==> config.mk <==
export PLATFORM = sky130hd
export DESIGN_NAME = scpu_core
export DESIGN_NICKNAME = d
export VERILOG_FILES = /design/src/rtl/scpu_pkg.sv /design/src/rtl/scpu_pc.sv /design/src/rtl/scpu_imem.sv /design/src/rtl/scpu_alu.sv /design/src/rtl/scpu_decode.sv /design/src/rtl/scpu_core.sv
export SDC_FILE = /design/constraint.sdc
export NUM_CORES = 1
export LEC_CHECK = 0
export CORE_ASPECT_RATIO = 2
export CORE_MARGIN = 3
export CORE_UTILIZATION = 40
export CTS_CLUSTER_SIZE = 24
export DETAILED_ROUTE_END_ITERATION = 7
export DONT_BUFFER_PORTS = 1
export GPL_ROUTABILITY_DRIVEN = 0
export PLACE_DENSITY = 0.64
export SYNTH_ARGS = -nofsm -noshare
export SYNTH_HDL_FRONTEND = slang
export SYNTH_SLANG_ARGS = --single-unit
==> constraint.sdc <==
create_clock -name clk_i -period 5.4 [get_ports clk_i]
set_clock_uncertainty 0.15 [all_clocks]
set_input_delay 0.54 -clock clk_i [delete_from_list [all_inputs] [get_ports clk_i]]
set_output_delay 0.54 -clock clk_i [all_outputs]
set_load 0.005 [all_outputs]
==> src/rtl/scpu_pkg.sv <==
package scpu_pkg;
  localparam int OPC_W = 4;

  typedef enum logic [OPC_W-1:0] {
    OP_NOP = 4'h0, OP_LDI = 4'h1, OP_ADD = 4'h2, OP_SUB = 4'h3,
    OP_AND = 4'h4, OP_OR  = 4'h5, OP_XOR = 4'h6, OP_NOT = 4'h7,
    OP_JMP = 4'h8, OP_JZ  = 4'h9, OP_JC  = 4'hA, OP_HLT = 4'hF
  } opcode_e;

  typedef enum logic [2:0] {
    ALU_ADD, ALU_SUB, ALU_AND, ALU_OR, ALU_XOR, ALU_NOT
  } alu_op_e;

  typedef struct packed {
    logic    acc_we;
    logic    imm_sel;
    logic    flag_we;
    logic    pc_load;
    logic    pc_hold;
    alu_op_e alu_op;
  } ctrl_t;
endpackage

==> src/rtl/scpu_pc.sv <==
module scpu_pc #(
  parameter int W = 4
) (
  input  logic         clk_i,
  input  logic         rst_i,
  input  logic         load_i,
  input  logic         hold_i,
  input  logic [W-1:0] target_i,
  output logic [W-1:0] pc_o
);
  logic [W-1:0] pc_q;

  always_ff @(posedge clk_i) begin
    if (rst_i)       pc_q <= '0;
    else if (load_i) pc_q <= target_i;
    else if (!hold_i) pc_q <= pc_q + W'(1);
  end

  assign pc_o = pc_q;

  p_step_r3: assert property (@(posedge clk_i) disable iff (rst_i)
    (!load_i && !hold_i) |=> pc_q == W'($past(pc_q) + W'(1)));
  p_halt_r3: assert property (@(posedge clk_i) disable iff (rst_i)
    (hold_i && !load_i) |=> $stable(pc_q));
  p_jump_r8: assert property (@(posedge clk_i) disable iff (rst_i)
    load_i |=> pc_q == $past(target_i));
endmodule

==> src/rtl/scpu_imem.sv <==
module scpu_imem #(
  parameter int AW = 4,
  parameter int DW = 8
) (
  input  logic          clk_i,
  input  logic          we_i,
  input  logic [AW-1:0] waddr_i,
  input  logic [DW-1:0] wdata_i,
  input  logic [AW-1:0] raddr_i,
  output logic [DW-1:0] rdata_o
);
  localparam int DEPTH = 1 << AW;
  logic [DW-1:0] mem_q [DEPTH];

  always_ff @(posedge clk_i) begin
    if (we_i) mem_q[waddr_i] <= wdata_i;
  end

  assign rdata_o = mem_q[raddr_i];
endmodule

==> src/rtl/scpu_alu.sv <==
module scpu_alu
  import scpu_pkg::*;
#(
  parameter int W = 4
) (
  input  alu_op_e      op_i,
  input  logic [W-1:0] a_i,
  input  logic [W-1:0] b_i,
  output logic [W-1:0] res_o,
  output logic         zero_o,
  output logic         carry_o
);
  logic [W:0] sum, diff;

  assign sum  = {1'b0, a_i} + {1'b0, b_i};
  assign diff = {1'b0, a_i} - {1'b0, b_i};

  always_comb begin
    carry_o = 1'b0;
    case (op_i)
      ALU_ADD: begin res_o = sum[W-1:0];  carry_o = sum[W];  end
      ALU_SUB: begin res_o = diff[W-1:0]; carry_o = diff[W]; end
      ALU_AND: res_o = a_i & b_i;
      ALU_OR:  res_o = a_i | b_i;
      ALU_XOR: res_o = a_i ^ b_i;
      default: res_o = ~a_i;
    endcase
  end

  assign zero_o = (res_o == '0);

  always_comb begin
    if (op_i == ALU_SUB)
      p_borrow_r6: assert (carry_o == (a_i < b_i));
  end
endmodule

==> src/rtl/scpu_decode.sv <==
module scpu_decode
  import scpu_pkg::*;
(
  input  logic [OPC_W-1:0] opcode_i,
  input  logic             zero_i,
  input  logic             carry_i,
  output ctrl_t            ctrl_o
);
  always_comb begin
    ctrl_o = '{acc_we: 1'b0, imm_sel: 1'b0, flag_we: 1'b0,
               pc_load: 1'b0, pc_hold: 1'b0, alu_op: ALU_ADD};
    case (opcode_i)
      OP_LDI: begin ctrl_o.acc_we = 1'b1; ctrl_o.imm_sel = 1'b1; end
      OP_ADD: begin ctrl_o.acc_we = 1'b1; ctrl_o.flag_we = 1'b1; ctrl_o.alu_op = ALU_ADD; end
      OP_SUB: begin ctrl_o.acc_we = 1'b1; ctrl_o.flag_we = 1'b1; ctrl_o.alu_op = ALU_SUB; end
      OP_AND: begin ctrl_o.acc_we = 1'b1; ctrl_o.flag_we = 1'b1; ctrl_o.alu_op = ALU_AND; end
      OP_OR:  begin ctrl_o.acc_we = 1'b1; ctrl_o.flag_we = 1'b1; ctrl_o.alu_op = ALU_OR;  end
      OP_XOR: begin ctrl_o.acc_we = 1'b1; ctrl_o.flag_we = 1'b1; ctrl_o.alu_op = ALU_XOR; end
      OP_NOT: begin ctrl_o.acc_we = 1'b1; ctrl_o.flag_we = 1'b1; ctrl_o.alu_op = ALU_NOT; end
      OP_JMP: ctrl_o.pc_load = 1'b1;
      OP_JZ:  ctrl_o.pc_load = zero_i;
      OP_JC:  ctrl_o.pc_load = carry_i;
      OP_HLT: ctrl_o.pc_hold = 1'b1;
      default: ;
    endcase
  end

  always_comb begin
    p_ctl_excl_r10: assert ($onehot0({ctrl_o.acc_we, ctrl_o.pc_load, ctrl_o.pc_hold}));
  end
endmodule

==> src/rtl/scpu_core.sv <==
module scpu_core
  import scpu_pkg::*;
#(
  parameter int W = 4
) (
  input  logic                 clk_i,
  input  logic                 rst_i,
  input  logic                 prog_we_i,
  input  logic [W-1:0]         prog_addr_i,
  input  logic [OPC_W+W-1:0]   prog_data_i,
  output logic [W-1:0]         acc_o,
  output logic [W-1:0]         pc_o,
  output logic                 zero_o,
  output logic                 carry_o
);
  localparam int IW = OPC_W + W;

  logic [IW-1:0]    instr;
  logic [OPC_W-1:0] opcode;
  logic [W-1:0]     operand, pc, alu_res, acc_d, acc_q;
  logic             alu_zero, alu_carry, zero_q, carry_q;
  ctrl_t            ctrl;

  scpu_pc #(.W(W)) u_pc (
    .clk_i(clk_i), .rst_i(rst_i), .load_i(ctrl.pc_load),
    .hold_i(ctrl.pc_hold), .target_i(operand), .pc_o(pc)
  );

  scpu_imem #(.AW(W), .DW(IW)) u_imem (
    .clk_i(clk_i), .we_i(prog_we_i), .waddr_i(prog_addr_i),
    .wdata_i(prog_data_i), .raddr_i(pc), .rdata_o(instr)
  );

  assign opcode  = instr[IW-1:W];
  assign operand = instr[W-1:0];

  scpu_decode u_dec (
    .opcode_i(opcode), .zero_i(zero_q), .carry_i(carry_q), .ctrl_o(ctrl)
  );

  scpu_alu #(.W(W)) u_alu (
    .op_i(ctrl.alu_op), .a_i(acc_q), .b_i(operand),
    .res_o(alu_res), .zero_o(alu_zero), .carry_o(alu_carry)
  );

  assign acc_d = ctrl.imm_sel ? operand : alu_res;

  always_ff @(posedge clk_i) begin
    if (rst_i) begin
      acc_q   <= '0;
      zero_q  <= 1'b0;
      carry_q <= 1'b0;
    end else begin
      if (ctrl.acc_we)  acc_q <= acc_d;
      if (ctrl.flag_we) begin
        zero_q  <= alu_zero;
        carry_q <= alu_carry;
      end
    end
  end

  assign acc_o   = acc_q;
  assign pc_o    = pc;
  assign zero_o  = zero_q;
  assign carry_o = carry_q;

  p_reset_r1: assert property (@(posedge clk_i)
    rst_i |=> (pc_o == '0 && acc_o == '0 && !zero_o && !carry_o));
  p_ldi_r4: assert property (@(posedge clk_i) disable iff (rst_i)
    (ctrl.acc_we && ctrl.imm_sel) |=> acc_q == $past(operand));
  p_acc_hold_r9: assert property (@(posedge clk_i) disable iff (rst_i)
    !ctrl.acc_we |=> $stable(acc_q));
  p_flag_hold_r9: assert property (@(posedge clk_i) disable iff (rst_i)
    !ctrl.flag_we |=> ($stable(zero_q) && $stable(carry_q)));
  p_logic_clear_r7: assert property (@(posedge clk_i) disable iff (rst_i)
    (ctrl.flag_we && ctrl.alu_op != ALU_ADD && ctrl.alu_op != ALU_SUB) |=> !carry_q);
endmodule

Word level (Yosys, flattened, before mapping)
Memories as Yosys holds them, arrays and structs flattened. A register that Yosys moved wholly into a read port is not among the register bits. Cells that the tools add are included.

$add $sub $neg: 3. Equality and inequality tests: 16. Muxes and demuxes: 15. Bitwise gates (word level): 4. Reductions and logical operators: 4.

Operators with widths (count): $mux 4 (5); $pmux 4 s5 (1); $eq 4x3->1 const B (4); $eq 4x4->1 const B (4); $pmux 3 s5 (1); $eq 4x2->1 const B (2); $reduce_or 7->1 (1); $eq 3x2->1 const B (2); $mux 1 (6); $reduce_or 6->1 (1); $add 4x4->5 (1); $sub 4x4->5 (1); $add 4x1->4 const B (1); $and 4x4->4 (1); $eq 4x1->1 const B (1); $logic_not 4->1 (1); $not 4->4 (1); $or 4x4->4 (1); $xor 4x4->4 (1); $eq 3x1->1 const B (1); $eq 3x3->1 const B (1); $logic_not 3->1 (1); $pmux 1 s3 (1); $ne 2x1->1 const B (1); $pmux 1 s2 (1).

Bits in registers: 10. Bits in writable memories: 128. Bits of input ports: 15. Output and inout bits: 10. Logic and storage cells: 47. Memories: 1.

Memories: u_imem.mem_q (words 16, bits a word 8, rd ports 1, clocked after memory_dff 1, wr ports 1, line scpu_imem.sv:13) `logic [DW-1:0] mem_q [DEPTH];`.

Depth between registers and ports, before layout
Gate-level depths: netlist (run 1).

Depth in word-level cells: 6. Depth in mapped cells: 16. Mapped depth without buffers: 12.

Cells and area by module
Synthesis (run 1) repeated with hierarchy kept, for this count alone.

Cells, all modules: 358. Area, all modules: 6108.4 µm².

Modules (own cells, without submodules): scpu_imem (instances 1, cells an instance 221, area each 4987.3 µm², seq. area each 3843.7 µm²); scpu_alu (instances 1, cells an instance 77, area each 584.3 µm², seq. area each 0.0 µm²); scpu_core (instances 1, cells an instance 24, area each 241.5 µm², seq. area each 120.1 µm²); scpu_pc (instances 1, cells an instance 22, area each 212.7 µm², seq. area each 80.1 µm²); scpu_decode (instances 1, cells an instance 14, area each 82.6 µm², seq. area each 0.0 µm²).

Worst setup path after synthesis (run 1)
Ideal clock, no wire load.

Path kind: register to register. From: reg (tool-made name). To: reg zero_q (netlist: zero_o). Setup time: 117 ps. Data arrival time: 3743 ps. Required time: 5133 ps. Path slack: 1389 ps. Stages on the path, launching flop included: 17. Buffers on the path: 4. Clock period less this slack: 4011 ps. Cells stage by stage: dfxtp_1 buf_6 buf_4 buf_6 buf_2 mux4_2 mux4_2 clkinv_1 ha_1 a21oi_1 o21ai_0 xor2_1 nor2b_1 a31oi_1 a32o_1 and4_1 a32o_1.

RTL lines: to (signal assigned) (line scpu_core.sv:56) `zero_q <= alu_zero;`; to (decl) (line scpu_core.sv:21) `logic alu_zero, alu_carry, zero_q, carry_q;`.

==> results.yml, run 1 <==
drt:
  postRouteWirelength_um: 13700
  firstDrtPassIters: 5
  viasPerCell: 5.55
  vias: 3255
  wire_per_inst_um: 23.3
  drc_errors: 0
  ant_nets: 0
  drt_iter0_drc: 217
synth:
  synth.distinct_cells: 57
  synth-seq-cells: 142
  synth_edf_count: 128
  syn_inst: 371
  avgSynthCellArea_sq_um: 16.8
  synthArstFlopShare_pct: 0
  yosys_warnings: 0
  synth_ff_type: "edfxtp_1"
  syn-cell-area_sq_um: 6220
  yosysSeqAreaShare_pct: 66.3
  syn_nets: 401
floorplan:
  die_area_sq_um: 17200
  die_h_um: 182
  fp-row-count: 63
  ios: 25
  core_sq_um: 15100
  start_util_pct: 41.3
  die_w_um: 94.2
clock_network:
  clkSinkCount: 142
  cts_tree: "done"
  post_cts_resize_count: 0
  holdBufCountCts: 0
  cts_setup_buffers: 0
  clock_latency_ps: 410
  cts_buffers: 17
  path_clk_slew_ps: 60
  clk_path_buf_depth: 2
  htreeDepth: 4
  cts_root_buffer: "clkbuf_16"
power:
  power_frac_seq_pct: 35.2
  intPower_mw: 2.60
  vdd_drop_max_v: 0.000247
  p_per_area_nw_per_um2: 569
  power_leakage_nw: 2.26
  power_switching_mw: 1.39
  pwr-share-comb_pct: 36.3
  p_clk_share_pct: 28.5
  p_sw_share_pct: 34.9
job:
  maxCapViolCount: 0
final_layout:
  syn_to_final_growth_pct: 12.6
  drive_gt1_share_pct: 23.2
  diodes: 0
  final_cell_mix: "edfxtp_1, mux4_2, nor2_1"
  finish.instance_area_sq_um: 7010
  final_common_cell: "edfxtp_1"
  fin_nets: 409
sta:
  setup-violations-final: 0
  hold_viol: 0
  max-slew-margin-rel_pct: 25.8
  tns_ps: 0
  maxSlewViolCount: 0
  whs_ps: 42.9
  fin_ws_ps: 1230
  fin_crit_ps: 4170
  max_freq_mhz: 240
  rsz0062_at_grt: "false"
  period_share_pct: 77.1
  tightest_slew_ps: 1110
setup_path:
  cp.required_ps: 5550
  path_cells: "mux4_2 -> mux4_2 -> clkinv_1 -> ha_1 -> o21bai_1 -> a21oi_1 -> xor2_1 -> nand4_1 -> a21o_1 -> a32o_1 -> and4_1 -> a32o_1"
  worstPathMaxFanout: 24
  critPathArrivalTime_ps: 4320
  path_buf_inv: 1
  r2r_cells: 12
  max_stage_delay_ps: 870
  crit_family: "multiplexers"
  crit_type: "reg2reg"
  reg2reg_slack_ps: 1230
  timing.rr.end: "zero_o"
  worstSetupStartpointType: "register"
  critPathCaptureType: "register"
  slowest_stage: "dfxtp_2"
placement:
  pre_cts_slack_ps: 1240
  io_buffers: 0
  place_area_sq_um: 6420
  dpl.hpwl_um: 9520
min_path:
  hp-start: "rst_i"
  hold_path_class: "in2reg"
  hold_depth: 1
  holdPathEnd: "u_pc.pc_o[1]"
global_routing:
  antenna_found_initial: 0
  grt_overflow: 0
  grt_pass1_vias: 3518
  grt_max_degree: 25
  grt_util_all_layers_pct: 17.1
  grt_first_pass_wirelength_um: 20900
run_status:
  outcome: "complete, no violations"
-- routing by layer --
metal / vias to the layer above / global-route usage (%) / share of wire, %
met5: - / 0 / 0
met4: 0 / 7.23 / 2.9
met3: 26 / 3.63 / 3.8
met2: 100 / 32.5 / 59
met1: 1645 / 17.5 / 34
li1: 1484 / - / -
-- worst register-to-register path, delay by kind of cell, from the launching register on --
family | cells | cell delay, ps
mux | 2 | 1210
buf+inv | 1 | 150
simple gates | 2 | 320
fa+ha+maj | 1 | 280
compound gates | 5 | 940
flops | 1 | 870
xor+xnor | 1 | 150
-- sequential cells by signal, indices dropped and copies added, names as in the netlist, named ones only --
name,count
acc_o,4
carry_o,1
u_imem.mem_q,128
u_pc.pc_o,4
zero_o,1
-- cell type report --
cell class / count / area (sq um)
fill: 1252 / 8050
sequential: 142 / 4130
multi-input combinational: 193 / 1940
clock buffer: 18 / 429
tap: 195 / 244
clock inverter: 14 / 153
inverter: 19 / 71.3
timing repair buffer: 6 / 45.0
-- how the worst max path moves through the flow --
stage,start,end,cells after the start
3_3_place_gp,register,zero_o,12
5_1_grt,register,zero_o,12
6_report,register,zero_o,12
2_1_floorplan,register,zero_o,16
3_5_place_dp,register,zero_o,12
4_1_cts,register,zero_o,12
-- synth_stat cells, drive strengths merged, types with 2 or more instances --
cell,instances,area (sq um)
a21o,2,15.0
xor2,4,35.0
mux2,9,101
a32o,3,30.0
o21ai,9,48.8
a22oi,3,22.5
edfxtp,128,3840
and4,2,17.5
nand3b,4,30.0
nor2,27,101
o21bai,3,22.5
nand2b,6,37.5
ha,13,163
clkinv,3,11.3
nor3,5,36.3
clkbuf,3,11.3
a21oi,9,45.0
or2,2,12.5
and2,4,27.5
inv,16,60.1
dfxtp,14,280
fa,2,40.0
mux4,33,743
o22ai,6,37.5
a31oi,2,12.5
a211oi,3,32.5
buf,14,97.6
a2111oi,2,17.5
mux2i,7,70.1
nand3,2,10.0
a311oi,2,17.5
nor2b,4,32.5
nand2,12,45.0
-- cell families after synthesis --
kind of cell,after synthesis,synth area share (%)
buffers and inverters,36,2.90
AOI/OAI and AO/OA,52,6.07
muxes,49,14.7
DFF,142,66.3
and+or+nand+nor,73,6.25
adders and majority gates,15,3.26
xor gates and xnor gates,4,0.563
-- power by group through the flow --
stage                     combinational [mW]  sequential, mW  clock [mW]
after floorplan                         1.24            1.32           0
after global placement                  1.42            1.43           0
after detailed placement                1.44            1.43           0
after CTS                               1.45            1.41        1.15
after global routing                    1.57            1.42        1.21
final                                   1.44            1.40        1.14
-- through the flow --
stage / cells / total power, mW / utilization [%]
2_1_floorplan: 371 / 2.56 / -
3_3_place_gp: 555 / 2.85 / 42.7
3_5_place_dp: 555 / 2.87 / 42.7
4_1_cts: 587 / 4.01 / 46.5
5_1_grt: 587 / 4.20 / 46.5
6_report: 587 / 3.98 / 46.5
(Power assumes the default switching activity.)
==> run 2: changes to the inputs <==
--- a/config.mk
+++ b/config.mk
@@ -12,7 +12,7 @@
 export DETAILED_ROUTE_END_ITERATION = 7
 export DONT_BUFFER_PORTS = 1
 export GPL_ROUTABILITY_DRIVEN = 0
-export PLACE_DENSITY = 0.64
+export PLACE_DENSITY = 0.66
 export SYNTH_ARGS = -nofsm -noshare
 export SYNTH_HDL_FRONTEND = slang
 export SYNTH_SLANG_ARGS = --single-unit
==> constraint.sdc (replaced) <==
create_clock -name clk_i -period 3.6 [get_ports clk_i]
set_clock_uncertainty 0.15 [all_clocks]
set_input_delay 0.36 -clock clk_i [delete_from_list [all_inputs] [get_ports clk_i]]
set_output_delay 0.36 -clock clk_i [all_outputs]
set_load 0.005 [all_outputs]
==> run 2 against run 1 <==
Net effect:
- critical path depth increased by 1
- flip-flop and latch count unchanged
- register-to-register slack got worse by 1200 ps
- critical endpoint unchanged
- largest cell class unchanged
==> results.yml, run 2 (synthesized netlist as in run 1, its figures left out) <==
min_path:
  hold_path_class: "in2reg"
  hp-start: "rst_i"
placement:
  place_inst: 568
  pre_cts_slack_ps: -1.80
  dpl.hpwl_um: 9550
  io_buffers: 0
drt:
  route.met2.wl_um: 7930
  top_layer_used: "met4"
  viasPerCell: 5.55
  drc_errors: 0
  drt-met1-wl_um: 4860
  vias: 3440
  postRouteWirelength_um: 14100
  firstDrtPassIters: 4
  wire_per_inst_um: 22.8
  ant_nets: 0
  drt_iter0_drc: 324
  met3_length_um: 683
power:
  vdd_drop_max_v: 0.000312
  power_leakage_nw: 2.45
  p_per_area_nw_per_um2: 876
  total_power_mw: 6.47
clock_network:
  htreeDepth: 4
  path_clk_slew_ps: 50
  cts_buffers: 17
  cts_root_buffer: "clkbuf_16"
  clkSinkCount: 142
  clk_path_buf_depth: 2
  cts_tree: "done"
  clock_latency_ps: 420
sta:
  fin_crit_ps: 3590
  max_freq_mhz: 279
  tns_ps: 0
  setup-violations-final: 0
  fin_ws_ps: 10.7
  hold_viol: 0
  rsz0062_at_grt: "true"
  tightest_slew_ps: 1150
  maxSlewViolCount: 0
  max-slew-margin-rel_pct: 23.0
  period_share_pct: 99.7
setup_path:
  critPathCaptureType: "register"
  critPathArrivalTime_ps: 3740
  worstSetupStartpointType: "register"
  crit_type: "reg2reg"
  worstPathMaxFanout: 5
  cp.required_ps: 3760
final_layout:
  final_common_cell: "edfxtp_1"
  syn_to_final_growth_pct: 18.5
  drive_gt1_share_pct: 28.0
  layout.cells.non_filler: 620
  multi_input_area_sq_um: 1980
  final_cell_mix: "edfxtp_1, mux4_2, nor2_1, buf_4, clkbuf_16"
  fin_nets: 444
  regArea_sq_um: 4130
  fillCellCount: 1207
  largest_reg_flops: 128
  top_register: "u_imem.mem_q"
  diodes: 0
floorplan:
  die_w_um: 94.2
  die_area_sq_um: 17200
  fp-row-count: 63
  die_h_um: 182
  core_sq_um: 15100
  ios: 25
  start_util_pct: 41.3
global_routing:
  grt_max_degree: 28
  grt_pass1_vias: 3587
  antenna_found_initial: 0
  grt_util_all_layers_pct: 17.6
  grt_first_pass_wirelength_um: 21100
  grt_overflow: 0
run_status:
  outcome: "complete, no violations"
job:
  maxCapViolCount: 0
-- run 2: layout make-up --
cell class,count,share of cell area [%]
inverters,19,1.03
clock inverters,9,1.63
flip-flops and latches,142,56.0
clock buffers,21,5.97
well taps,195,3.31
multi-input cells,193,26.8
repair buffers,41,5.33
-- run 2: repair_timing --
action / 4_1_cts / 5_1_grt
setup endpoints to repair: 1 / 4
buffers inserted: 0 / 12
hold buffers: 9 / 0
gates cloned: 0 / 1
endpoints found under the hold margin: 141 / 0
gates resized for setup: 1 / 11
pin swaps: 0 / 6
-- run 2: path summary, 6_finish.rpt --
path | end | slack [ps] | cells after the start
max | zero_o | 10 | 13
min | zero_o | 30 | 2
max reg2reg | zero_o | 10 | 13
min reg2reg | acc_o[2] | 440 | 2
-- run 2: routing by layer --
layer | track usage, % | up-vias
met5 | 0 | -
met4 | 10.7 | 0
met3 | 4.87 | 35
met2 | 31.1 | 115
met1 | 17.9 | 1744
li1 | - | 1546
-- run 2: worst max-delay path, stage by stage (launching register included) --
cell and delay, ps:
dfxtp_4 420, buf_6 150, mux4_2 500, mux4_2 540, buf_4 180, ha_2 180
a21oi_2 100, o21ai_1 90, xor2_1 290, nor2b_2 200, a31oi_1 50, a32o_2 290
and4_1 150, a32o_1 200
-- run 2: stage by stage --
stage / util [%] / hold WS [ps] / cell area, sq um
2_1_floorplan: - / 309 / 6290
3_3_place_gp: 43.7 / 279 / 6580
3_5_place_dp: 43.7 / 282 / 6580
4_1_cts: 48.0 / 9.61 / 7230
5_1_grt: 49.0 / 16.2 / 7380
6_report: 49.0 / 31.0 / 7380
-- run 2: power breakdown --
part / internal (mW) / total (mW) / switching [mW]
combinational: 1.35 / 2.75 / 1.40
clock: 1.07 / 1.69 / 0.622
sequential: 1.90 / 2.02 / 0.126
total: 4.32 / 6.47 / 2.15
